## src/rtl/thr_pkg.sv

```systemverilog
package thr_pkg;

    localparam int MODE_W = 3;

    typedef logic [MODE_W-1:0] mode_t;

    // How a latched mode treats expiry strobes
    typedef enum logic [1:0] {
        CLS_STOP   = 2'd0,
        CLS_ONCE   = 2'd1,
        CLS_REPEAT = 2'd2
    } exp_class_e;

    localparam mode_t MODE_ONCE_A   = 3'd1;
    localparam mode_t MODE_REPEAT_A = 3'd2;
    localparam mode_t MODE_REPEAT_B = 3'd3;
    localparam mode_t MODE_ONCE_B   = 3'd4;

    function automatic exp_class_e classify(input mode_t m);
        exp_class_e c;
        case (m)
            MODE_REPEAT_A, MODE_REPEAT_B: c = CLS_REPEAT;
            MODE_ONCE_A,   MODE_ONCE_B:   c = CLS_ONCE;
            default:                      c = CLS_STOP;
        endcase
        return c;
    endfunction

endpackage

```

## src/rtl/thr_expiry_qual.sv

```systemverilog
module thr_expiry_qual
    import thr_pkg::*;
(
    input  logic  clk,
    input  logic  rst_n,
    input  logic  expire_i,
    input  logic  reload_i,
    input  mode_t mode_i,
    output logic  count_o
);

    typedef struct packed {
        mode_t mode;
        logic  armed;
    } qual_st_t;

    qual_st_t   st_d, st_q;
    exp_class_e cls_q;

    assign cls_q = classify(st_q.mode);

    always_comb begin
        st_d    = st_q;
        count_o = 1'b0;
        if (reload_i) begin
            st_d.mode  = mode_i;
            st_d.armed = 1'b1;
        end else if (expire_i) begin
            case (cls_q)
                CLS_REPEAT: count_o = 1'b1;
                CLS_ONCE: begin
                    count_o    = st_q.armed;
                    st_d.armed = 1'b0;
                end
                default: count_o = 1'b0;
            endcase
        end
    end

    always_ff @(posedge clk) begin
        if (!rst_n) begin
            st_q.mode  <= '0;
            st_q.armed <= 1'b0;
        end else begin
            st_q <= st_d;
        end
    end

    // a one-shot count is followed by no count until a reload
    a_r8_single_shot: assert property (@(posedge clk) disable iff (!rst_n)
        (count_o && cls_q == CLS_ONCE) |=> (!count_o || $past(reload_i) || classify(st_q.mode) != CLS_ONCE));

    // stopped modes never count
    a_r9_stopped: assert property (@(posedge clk) disable iff (!rst_n)
        (cls_q == CLS_STOP) |-> !count_o);

endmodule

```

## src/rtl/thr_pend_ctr.sv

```systemverilog
module thr_pend_ctr #(
    parameter int CNT_W = 8
) (
    input  logic             clk,
    input  logic             rst_n,
    input  logic             inc_i,
    input  logic             dec_i,
    input  logic             clr_i,
    output logic [CNT_W-1:0] cnt_o
);

    localparam logic [CNT_W-1:0] CNT_MAX = {CNT_W{1'b1}};

    typedef struct packed {
        logic [CNT_W-1:0] cnt;
    } ctr_st_t;

    ctr_st_t st_d, st_q;

    always_comb begin
        st_d = st_q;
        if (clr_i) begin
            st_d.cnt = '0;
        end else if (inc_i && !dec_i) begin
            if (st_q.cnt != CNT_MAX) st_d.cnt = st_q.cnt + 1'b1;
        end else if (dec_i && !inc_i) begin
            if (st_q.cnt != '0) st_d.cnt = st_q.cnt - 1'b1;
        end
    end

    always_ff @(posedge clk) begin
        if (!rst_n) st_q.cnt <= '0;
        else        st_q     <= st_d;
    end

    assign cnt_o = st_q.cnt;

    // the count holds at its ceiling
    a_r6_no_overflow: assert property (@(posedge clk) disable iff (!rst_n)
        (cnt_o == CNT_MAX && inc_i && !dec_i && !clr_i) |=> (cnt_o == CNT_MAX));

    // the count holds at zero
    a_r4_floor: assert property (@(posedge clk) disable iff (!rst_n)
        (cnt_o == '0 && dec_i && !inc_i && !clr_i) |=> (cnt_o == '0));

    // simultaneous up and down leave the count alone
    a_r5_cancel: assert property (@(posedge clk) disable iff (!rst_n)
        (inc_i && dec_i && !clr_i) |=> $stable(cnt_o));

    // a clear empties the counter
    a_r7_clear: assert property (@(posedge clk) disable iff (!rst_n)
        clr_i |=> (cnt_o == '0));

endmodule

```

## src/rtl/thr_issue_gate.sv

```systemverilog
module thr_issue_gate (
    input  logic clk,
    input  logic rst_n,
    input  logic pend_nz_i,
    input  logic ack_i,
    input  logic reload_i,
    input  logic service_i,
    output logic irq_o
);

    typedef struct packed {
        logic acked;
        logic irq;
    } gate_st_t;

    gate_st_t st_d, st_q;
    logic     fire;

    always_comb begin
        fire = service_i && pend_nz_i && st_q.acked && !ack_i && !reload_i;
        st_d = st_q;
        st_d.irq = fire;
        if (reload_i || ack_i) st_d.acked = 1'b1;
        else if (fire)         st_d.acked = 1'b0;
    end

    always_ff @(posedge clk) begin
        if (!rst_n) begin
            st_q.acked <= 1'b1;
            st_q.irq   <= 1'b0;
        end else begin
            st_q <= st_d;
        end
    end

    assign irq_o = st_q.irq;

    // pulses are never adjacent
    a_r11_single_cycle: assert property (@(posedge clk) disable iff (!rst_n)
        irq_o |=> !irq_o);

    // no pulse follows a cycle carrying an acknowledge
    a_r10_ack_blocks: assert property (@(posedge clk) disable iff (!rst_n)
        ack_i |=> !irq_o);

    // a pulse always answers a service request with work pending
    a_r3_requested: assert property (@(posedge clk) disable iff (!rst_n)
        (service_i && pend_nz_i && !ack_i && !reload_i && st_q.acked) |=> irq_o);

endmodule

```

## src/rtl/tick_throttle.sv

```systemverilog
module tick_throttle
    import thr_pkg::*;
#(
    parameter int CNT_W = 8
) (
    input  logic             clk,
    input  logic             rst_n,
    input  logic             expire,
    input  logic             ack,
    input  logic             reload,
    input  logic [2:0]       mode,
    input  logic             service,
    output logic             irq,
    output logic [CNT_W-1:0] pend_cnt
);

    logic counted;

    thr_expiry_qual u_qual (
        .clk      (clk),
        .rst_n    (rst_n),
        .expire_i (expire),
        .reload_i (reload),
        .mode_i   (mode),
        .count_o  (counted)
    );

    thr_pend_ctr #(.CNT_W(CNT_W)) u_ctr (
        .clk   (clk),
        .rst_n (rst_n),
        .inc_i (counted),
        .dec_i (ack),
        .clr_i (reload),
        .cnt_o (pend_cnt)
    );

    thr_issue_gate u_gate (
        .clk       (clk),
        .rst_n     (rst_n),
        .pend_nz_i (pend_cnt != '0),
        .ack_i     (ack),
        .reload_i  (reload),
        .service_i (service),
        .irq_o     (irq)
    );

    // a pulse only ever leaves with a nonzero backlog behind it
    a_r3_needs_pending: assert property (@(posedge clk) disable iff (!rst_n)
        $rose(irq) |-> $past(pend_cnt != '0 && service));

endmodule

```

## config.mk

```make
export PLATFORM = sky130hd
export DESIGN_NAME = tick_throttle
export DESIGN_NICKNAME = d
export VERILOG_FILES = /design/src/rtl/thr_pkg.sv /design/src/rtl/thr_expiry_qual.sv /design/src/rtl/thr_pend_ctr.sv /design/src/rtl/thr_issue_gate.sv /design/src/rtl/tick_throttle.sv
export SDC_FILE = /design/constraint.sdc
export NUM_CORES = 1
export LEC_CHECK = 0
export ABC_AREA = 0
export BUFFER_PORTS_ARGS = -buffer_cell sky130_fd_sc_hd__buf_4
export CORE_UTILIZATION = 45
export CTS_BUF_LIST = sky130_fd_sc_hd__clkbuf_4
export CTS_CLUSTER_SIZE = 20
export DETAILED_ROUTE_END_ITERATION = 8
export GPL_TIMING_DRIVEN = 1
export MAX_ROUTING_LAYER = met4
export PLACE_DENSITY = 0.77
export SETUP_SLACK_MARGIN = 0.1
export SYNTH_ARGS = -nofsm -noshare
export SYNTH_HDL_FRONTEND = slang
export SYNTH_SLANG_ARGS = --single-unit
```

## constraint.sdc

```tcl
create_clock -name clk -period 3.3 [get_ports clk]
set_input_delay 0.165 -clock clk [delete_from_list [all_inputs] [get_ports clk]]
set_output_delay 0.165 -clock clk [all_outputs]
set_load 0.1 [all_outputs]
```

==> results by group, run 1 <==
Status
  – Status: finished clean

Synthesis
  – Ys Warns: 0
  – Top_reg_cell synth: dfxtp_1
  – Synth area leaders: dfxtp_1 32%, ha_1 9.9%, mux2i_1 6.8%
  – Top cell type by total area after synthesis: dfxtp_1
  – Synthesis-stage register bit count: 14
  – Synth cell count leaders: 14 x dfxtp_1, 8 x a21oi_1, 7 x ha_1, 7 x nand2_1
  – Sequential share of the synthesized area: 31.8%
  – EDFF count, synth: 0
  – Syn_nets: 115
  – Post-synthesis instance total: 98
  – Yosys cell types: 38
  – Asr flop ratio synth: 0%
  – Synthesized area: 882 µm²
  – Share of the synthesized area in the top cell type: 31.8%
  – Count leader, synth: dfxtp_1
  – Mean Syn Cell Area: 9.00 µm²

Floorplan
  – Chip Width: 46.3 µm
  – Die Ht: 46.3 µm
  – Row Count: 15
  – IO Count: 18
  – Die ar.: 2140 µm²
  – Initial core utilization: 49.5%
  – Core ar.: 1780 µm²

GRT
  – Global Route Usage Sum: 19.4%
  – Largest net degree at the start of global routing: 10
  – Initial antenna violation count: 0
  – Vias in the first global route: 637
  – Congestion Overflow GR: 0
  – First-pass GRT wire length: 2.75 mm

Final layout
  – Share of cells above drive strength 1: 19.7%
  – Final #Nets: 135
  – Antenna cells: 0
  – # fillers: 156
  – Post-route non-filler standard cell count: 142
  – Multi-input gate area: 582 µm²
  – Syn-to-layout area delta: 20.0%
  – Sequential cell area: 280 µm²

Route
  – Avg WL per Cell: 12.3 µm
  – Via count: 783
  – Drt pass-1 iters: 4
  – Post-route ant nets: 0
  – Number of remaining DRC errors: 0
  – Initial drt markers: 23
  – Via/cell ratio: 5.51
  – Total length of routed wires: 1.75 mm

Clocking
  – Total CTS buffers: 3
  – H-tree Lvls: 1
  – CTS tree: yes
  – Clk_lat worst skew: 0.28 ns
  – Clk sinks: 14
  – Clk buf depth: 2
  – Worst-path clk slew: 0.09 ns
  – Hold_buf cts: 0
  – Root Driver: clkbuf_4
  – Postcts setup bufs: 0
  – Resized cells post-CTS: 0

Setup path
  – CP arrival: 3.15 ns
  – Reg2Reg Depth: 11
  – Startpoint types: flop
  – CP max FO: 8
  – Critical Path Sink Type: flop
  – Critical Path RT: 3.52 ns
  – Crit Path Category: flop to flop

Placed design
  – PortBufs: 17
  – Placed cell count: 138
  – Dpl hpwl: 1.39 mm
  – GPL Wtd Cong: 0.852

STA
  – Setup TNS Final: 0 ns
  – Min Clock Period, post-route: 2.94 ns
  – Clock Skew: 0.00204 ns
  – Pin slew with the least headroom to its limit: 0.429 ns
  – Period Utilization, post-route: 89.0%
  – Fin. max-slew vios: 0
  – Final Hold Viols: 0
  – Final setup viols: 0
  – Slew Limit Headroom: 71.4%
  – Fmax: 0.340 GHz
  – RSZ-0062 raised after global routing: no

Hold path
  – Hold path cells: 2
  – Worst min path class: input port to flop

Run
  – Max Cap Violations: 0
[placed cells by master, fill, tap and decap left out, types with 3 or more instances in the layout]
cell / n
dfxtp_1: 14
nand2_1: 7
nor2_1: 6
clkbuf_4: 3
buf_4: 17
ha_1: 7
a21oi_1: 8
nor2b_1: 5
xor2_1: 3
mux2i_1: 6
xnor2_1: 4
a211oi_1: 3
inv_1: 3
[kinds of logic (layout without fill, tap and decap cells)]
kind of cell    count (synthesis)  count (layout)  share of synthesized area [%]
xor+xnor                        7               7                           6.95
mux                             6               6                           6.81
compound gates                 25              25                           19.0
fa+ha+maj                       8               8                           12.2
flops                          14              14                           31.8
simple gates                   33              33                           21.0
buf+inv                         5              24                           2.27
[area by class of cell]
cell class	count	share of cell area, %
Sequential cell	14	26.5
Tap cell	25	2.96
Multi-Input combinational cell	79	55.0
Clock inverter	1	0.355
Clock buffer	3	2.13
Inverter	3	1.06
Timing Repair Buffer	17	12.1
[worst max-delay path, stage by stage (launching register included)]
cell and delay [ns]:
dfxtp_1 0.39, nand2_1 0.08, o32a_1 0.29, nor3b_1 0.19, ha_1 0.24, inv_1 0.16, ha_1 0.38, o21ai_0 0.13
or3_1 0.41, and4_4 0.19, or3_1 0.30, a21oi_1 0.11
[worst paths after layout]
kind / start / endpoint / slack, ns
worst min register to register: u_gate.st_q[1] / u_gate.st_q[1] / 0.47
worst min-delay path: ack / u_gate.irq_o / 0.05
worst max register to register: u_qual.st_q[3] / u_ctr.cnt_o[7] / 0.36
worst max-delay path: u_qual.st_q[3] / u_ctr.cnt_o[7] / 0.36
[through the flow]
step	utilization (%)	instance area (µm²)	setup slack [ns]	hold WS, ns
floorplan	-	882	0.654	0.242
global placement	57.9	1030	0.496	0.337
detailed placement	57.9	1030	0.393	0.346
CTS	59.4	1060	0.373	0.0340
global route	59.4	1060	0.194	0.0308
finish	59.4	1060	0.363	0.0460
[per-layer routing]
layer | track usage [%] | vias up | routed length (µm)
li1 | - | 405 | -
met1 | 27.1 | 357 | 924
met2 | 24.2 | 17 | 731
met3 | 2.35 | 4 | 45
met4 | 15.3 | 0 | 45
met5 | - | - | 0
[registers in the layout, indices dropped and copies added, names as in the netlist]
| register | cells |
|---|---|
| u_qual.st_q | 4 |
| u_gate.st_q | 1 |
| u_ctr.cnt_o | 8 |
| u_gate.irq_o | 1 |
Power of run 1 is not shown: default switching activity piles up to over one toggle a cycle in this logic, so the estimate is an artifact.
==> run 2, diff against run 1 <==
- CORE_ASPECT_RATIO: not set -> 1.4
==> run 2 against run 1 <==
Compared with the run above: non-clock buffer count unchanged; die area grew 0.12%; maximum frequency down 0.98%; cell count decreased by 4.2%; worst setup slack worse by 0.029 ns; register-to-register slack worse by 0.03 ns; sequential share of layout area rose by 0.25 points; clock skew shrank 0.0017 ns; utilization down 1.2 points; critical path type unchanged; highest routed layer unchanged.
==> results by group, run 2 (synthesis gave the netlist of run 1 again) <==
Floorplan
  – Initial core utilization: 49.0% (-0.52 points)
  – Die ar.: 2140 µm² (+0.12%)
  – Chip Width: 39.4 µm (-15%)
  – Die Ht: 54.4 µm (+18%)
  – Row Count: 18 (+3)
  – IO Count: 18 (unchanged)
  – Core ar.: 1800 µm² (+1.1%)

Setup path
  – CP arrival: 3.18 ns (+0.03 ns)
  – Critical Path Sink Type: flop
  – Worst Setup SP: u_qual.st_q[3]
  – CP endpoint: u_ctr.cnt_o[7]
  – Startpoint types: flop
  – Critical Path RT: 3.51 ns (about the same)
  – R2r endpoint: u_ctr.cnt_o[7]
  – Reg2Reg Depth: 11 (unchanged)
  – Worst reg2reg setup slack: 0.33 ns (-0.03 ns)
  – CP max FO: 8 (unchanged)
  – Worst r2r src: u_qual.st_q[3]
  – Crit Path Category: flop to flop

STA
  – Setup TNS Final: 0 ns (unchanged)
  – RSZ-0062 raised after global routing: no
  – Fmax: 0.337 GHz (-0.98%)
  – Slew Limit Headroom: 70.8% (-0.61 points)
  – Final Hold Viols: 0 (unchanged)
  – Fin. max-slew vios: 0 (unchanged)
  – Min Clock Period, post-route: 2.97 ns (+0.0292 ns)
  – Period Utilization, post-route: 89.9% (+0.88 points)
  – Clock Skew: 0.000319 ns (-0.00172 ns)
  – Pin slew with the least headroom to its limit: 0.439 ns (+0.00914 ns)
  – Final setup viols: 0 (unchanged)

Clocking
  – CTS tree: yes
  – Worst-path clk slew: 0.08 ns (about the same)
  – Clk_lat worst skew: 0.28 ns (about the same)
  – Total CTS buffers: 3 (unchanged)
  – Root Driver: clkbuf_4
  – H-tree Lvls: 1 (unchanged)
  – Clk buf depth: 2 (unchanged)
  – Resized cells post-CTS: 0 (unchanged)
  – Clk sinks: 14 (unchanged)
  – Hold_buf cts: 0 (unchanged)
  – Postcts setup bufs: 0 (unchanged)

Final layout
  – Largest register FFs: 8 (unchanged)
  – Antenna cells: 0 (unchanged)
  – Share of cells above drive strength 1: 19.8% (+0.17 points)
  – Commonest cells after routing, fill and taps aside: 17 x buf_4, 14 x dfxtp_1, 8 x a21oi_1
  – Syn-to-layout area delta: 18.9%
  – Most common cell after layout, fill and taps aside: buf_4
  – Final #Nets: 135 (unchanged)

Route
  – Drt pass-1 iters: 4 (unchanged)
  – Total length of routed wires: 1.84 mm (+5.5%)
  – Via count: 782 (-0.13%)
  – Via/cell ratio: 5.75 (+4.3%)
  – Number of remaining DRC errors: 0 (unchanged)
  – Initial drt markers: 17 (-26%)
  – Avg WL per Cell: 13.5 µm (+10%)
  – Post-route ant nets: 0 (unchanged)

Placed design
  – Dpl hpwl: 1.46 mm (+4.9%)
  – GPL Wtd Cong: 0.824 (-3.3%)
  – PortBufs: 17 (unchanged)

GRT
  – Initial antenna violation count: 0 (unchanged)
  – Vias in the first global route: 705 (+11%)
  – Largest net degree at the start of global routing: 10 (unchanged)
  – Congestion Overflow GR: 0 (unchanged)
  – First-pass GRT wire length: 2.89 mm (+5.0%)
  – Global Route Usage Sum: 21.2% (+1.8 points)

Run
  – Max Cap Violations: 0 (unchanged)

Status
  – Status: finished clean

Hold path
  – Worst min path class: input port to flop
[run 2: cell types whose count changed in the layout (fill, tap and decap cells not counted), sizes merged]
cell / before / now
clkinv: 1 / 0
[run 2: layout make-up]
type / instances / area (µm²)
timing repair buffer: 17 / 128
tap: 20 / 25.0
sequential: 14 / 280
clock buffer: 3 / 22.5
multi-input combinational: 79 / 582
fill: 185 / 753
inverter: 3 / 11.3
[run 2: how the worst min path moves through the flow]
stage	from	endpoint	slack [ns]	depth (start not counted)
2_1_floorplan	ack	u_gate.irq_o	0.24	1
3_3_place_gp	ack	u_gate.irq_o	0.34	2
3_5_place_dp	ack	u_gate.irq_o	0.34	2
4_1_cts	ack	u_gate.irq_o	0.05	2
5_1_grt	ack	u_gate.irq_o	0.04	2
6_report	ack	u_gate.irq_o	0.05	2
[run 2: worst max-delay path, stage by stage, from the launching register on]
cell	delay, ns
dfxtp_1	0.38
nand2_1	0.07
o32a_1	0.27
nor3b_1	0.21
ha_1	0.25
inv_1	0.16
ha_1	0.39
a211oi_1	0.28
a2bb2oi_1	0.27
a21boi_0	0.14
or3_1	0.36
a21oi_1	0.12
[run 2: per-stage QoR]
stage | setup slack [ns] | instances | util, % | cell area, µm² | hold slack [ns]
floorplan | 0.654 | 98 | - | 882 | 0.242
global placement | 0.492 | 133 | 56.9 | 1030 | 0.341
detailed placement | 0.369 | 133 | 56.9 | 1030 | 0.345
CTS | 0.351 | 136 | 58.2 | 1050 | 0.0456
global route | 0.122 | 136 | 58.2 | 1050 | 0.0421
finish | 0.333 | 136 | 58.2 | 1050 | 0.0487
[run 2: per-layer routing]
metal / track usage [%] / wire length, µm / up-vias
li1: - / - / 401
met1: 22.1 / 792 / 361
met2: 35.5 / 932 / 16
met3: 2.44 / 55 / 4
met4: 15.5 / 61 / 0
met5: - / 0 / -
Power of run 2 is left out for the same reason.
==> run 3, diff against run 2 <==
- CORE_UTILIZATION: 45 -> 26
- PLACE_DENSITY: 0.77 -> 0.53
==> run 3 against run 2 <==
Compared with the run above: clock-buffer cell count unchanged; non-clock buffer count unchanged; first-iteration DRC count down 5.9%; cell count up 15%; die area up 69%; critical endpoint unchanged; critical path depth unchanged; largest cell class unchanged; utilization down 24 points; worst setup slack better by 0.063 ns.
==> results by group, run 3 (synthesis gave the netlist of run 1 again) <==
Status
  – Status: finished clean

STA
  – RSZ-0062 raised after global routing: no
  – Clock Skew: 0.00211 ns (+0.00179 ns)
  – Final Hold Viols: 0 (unchanged)
  – Slew Limit Headroom: 73.4% (+2.6 points)
  – Fmax: 0.344 GHz (+2.2%)
  – Fin. max-slew vios: 0 (unchanged)
  – Final worst slack: 0.396 ns (+0.0627 ns)
  – Pin slew with the least headroom to its limit: 0.399 ns (-0.0391 ns)
  – Setup TNS Final: 0 ns (unchanged)
  – Final setup viols: 0 (unchanged)
  – Min Clock Period, post-route: 2.90 ns (-0.0627 ns)
  – Hold_ws: 0.0568 ns (+0.00810 ns)
  – Period Utilization, post-route: 88.0% (-1.9 points)

Setup path
  – Critical path's largest stage delay: 0.39 ns (about the same)
  – Critical path's slowest cell: ha_1
  – CP arrival: 3.12 ns (-0.06 ns)
  – CP max FO: 8 (unchanged)
  – Startpoint types: flop
  – Critical Path RT: 3.51 ns (about the same)
  – WP buf/inv: 1 (unchanged)
  – Crit-path leading delay family: simple AND/OR/NAND/NOR gates
  – Critical Path Sink Type: flop
  – Crit Path Category: flop to flop
  – Worst-path cell chain: nand2_1 > o32a_1 > nor3b_1 > ha_1 > inv_1 > ha_1 > o21ai_0 > or3_1 > and4_4 > or3_1 > a21oi_1

GRT
  – Global Route Usage Sum: 12.3% (-8.9 points)
  – Largest net degree at the start of global routing: 10 (unchanged)
  – First-pass GRT wire length: 3.28 mm (+14%)
  – Congestion Overflow GR: 0 (unchanged)
  – Initial antenna violation count: 0 (unchanged)
  – Vias in the first global route: 753 (+6.8%)

Placed design
  – Dpl hpwl: 1.53 mm (+5.3%)
  – PortBufs: 17 (unchanged)
  – GPL Wtd Cong: 0.789 (-4.3%)
  – Placed cell count: 152 (+14%)
  – Pre-CTS setup slack: 0.421 ns (+0.0521 ns)

Final layout
  – Share of cells above drive strength 1: 19.7% (-0.17 points)
  – Antenna cells: 0 (unchanged)
  – Syn-to-layout area delta: 22.0%
  – Largest register FFs: 8 (unchanged)
  – Commonest cells after routing, fill and taps aside: 17 x buf_4, 14 x dfxtp_1, 8 x a21oi_1
  – Most common cell after layout, fill and taps aside: buf_4
  – # fillers: 356 (+92%)
  – Multi-input gate area: 582 µm² (unchanged)
  – Post-route non-filler standard cell count: 156 (+15%)
  – Final #Nets: 135 (unchanged)
  – Sequential cell area: 280 µm² (unchanged)

Route
  – Via count: 805 (+2.9%)
  – Total length of routed wires: 1.95 mm (+5.9%)
  – Post-route ant nets: 0 (unchanged)
  – Drt pass-1 iters: 4 (unchanged)
  – Via/cell ratio: 5.16 (-10%)
  – Number of remaining DRC errors: 0 (unchanged)
  – Avg WL per Cell: 12.5 µm (-7.7%)
  – Initial drt markers: 16 (-1)

Clocking
  – Resized cells post-CTS: 0 (unchanged)
  – Hold_buf cts: 0 (unchanged)
  – Clk sinks: 14 (unchanged)
  – Clk buf depth: 2 (unchanged)
  – Root Driver: clkbuf_4
  – Postcts setup bufs: 0 (unchanged)
  – CTS tree: yes
  – Worst-path clk slew: 0.08 ns (about the same)
  – Total CTS buffers: 3 (unchanged)
  – H-tree Lvls: 1 (unchanged)
  – Clk_lat worst skew: 0.28 ns (about the same)

Run
  – Max Cap Violations: 0 (unchanged)

Floorplan
  – Core ar.: 3180 µm² (+77%)
  – Chip Width: 51.2 µm (+30%)
  – Row Count: 24 (+6)
  – Die Ht: 70.9 µm (+30%)
  – Initial core utilization: 27.7% (-21 points)
  – Die ar.: 3630 µm² (+69%)
  – IO Count: 18 (unchanged)

Hold path
  – Worst min path class: input port to flop
run 3: cell count changes in the layout (fill, tap and decap cells not counted):
cell,change
clkinv_1,+1
run 3: path summary, 6_finish.rpt:
check / startpoint / slack [ns] / endpoint / cells after the start
setup / recovery: u_qual.st_q[3] / 0.40 / u_ctr.cnt_o[7] / 11
hold / removal: ack / 0.06 / u_gate.irq_o / 2
setup reg to reg: u_qual.st_q[3] / 0.40 / u_ctr.cnt_o[7] / 11
hold reg to reg: u_gate.st_q[1] / 0.47 / u_gate.st_q[1] / 2
run 3: routing by layer:
metal / up-vias / share of wire (%) / wire length, µm / global-route usage, %
met2: 23 / 48 / 945 / 20.0
met4: 0 / 2.3 / 44 / 6.31
met3: 5 / 5.5 / 108 / 2.15
met1: 377 / 44 / 853 / 14.2
met5: - / 0 / 0 / -
li1: 400 / - / - / -
run 3: cell type report:
class | count | area share, %
clock inverters | 1 | 0.349
repair buffers | 17 | 11.9
multi-input cells | 79 | 54.1
clock buffers | 3 | 2.09
flip-flops and latches | 14 | 26.0
well taps | 39 | 4.53
inverters | 3 | 1.05
run 3: per-stage QoR:
| step | area [µm²] | utilization, % |
|---|---|---|
| finish | 1080 | 33.8 |
| detailed placement | 1050 | 33.0 |
| global route | 1080 | 33.8 |
| global placement | 1050 | 33.0 |
| CTS | 1080 | 33.8 |
| floorplan | 882 | - |
Power of run 3 is left out for the same reason.
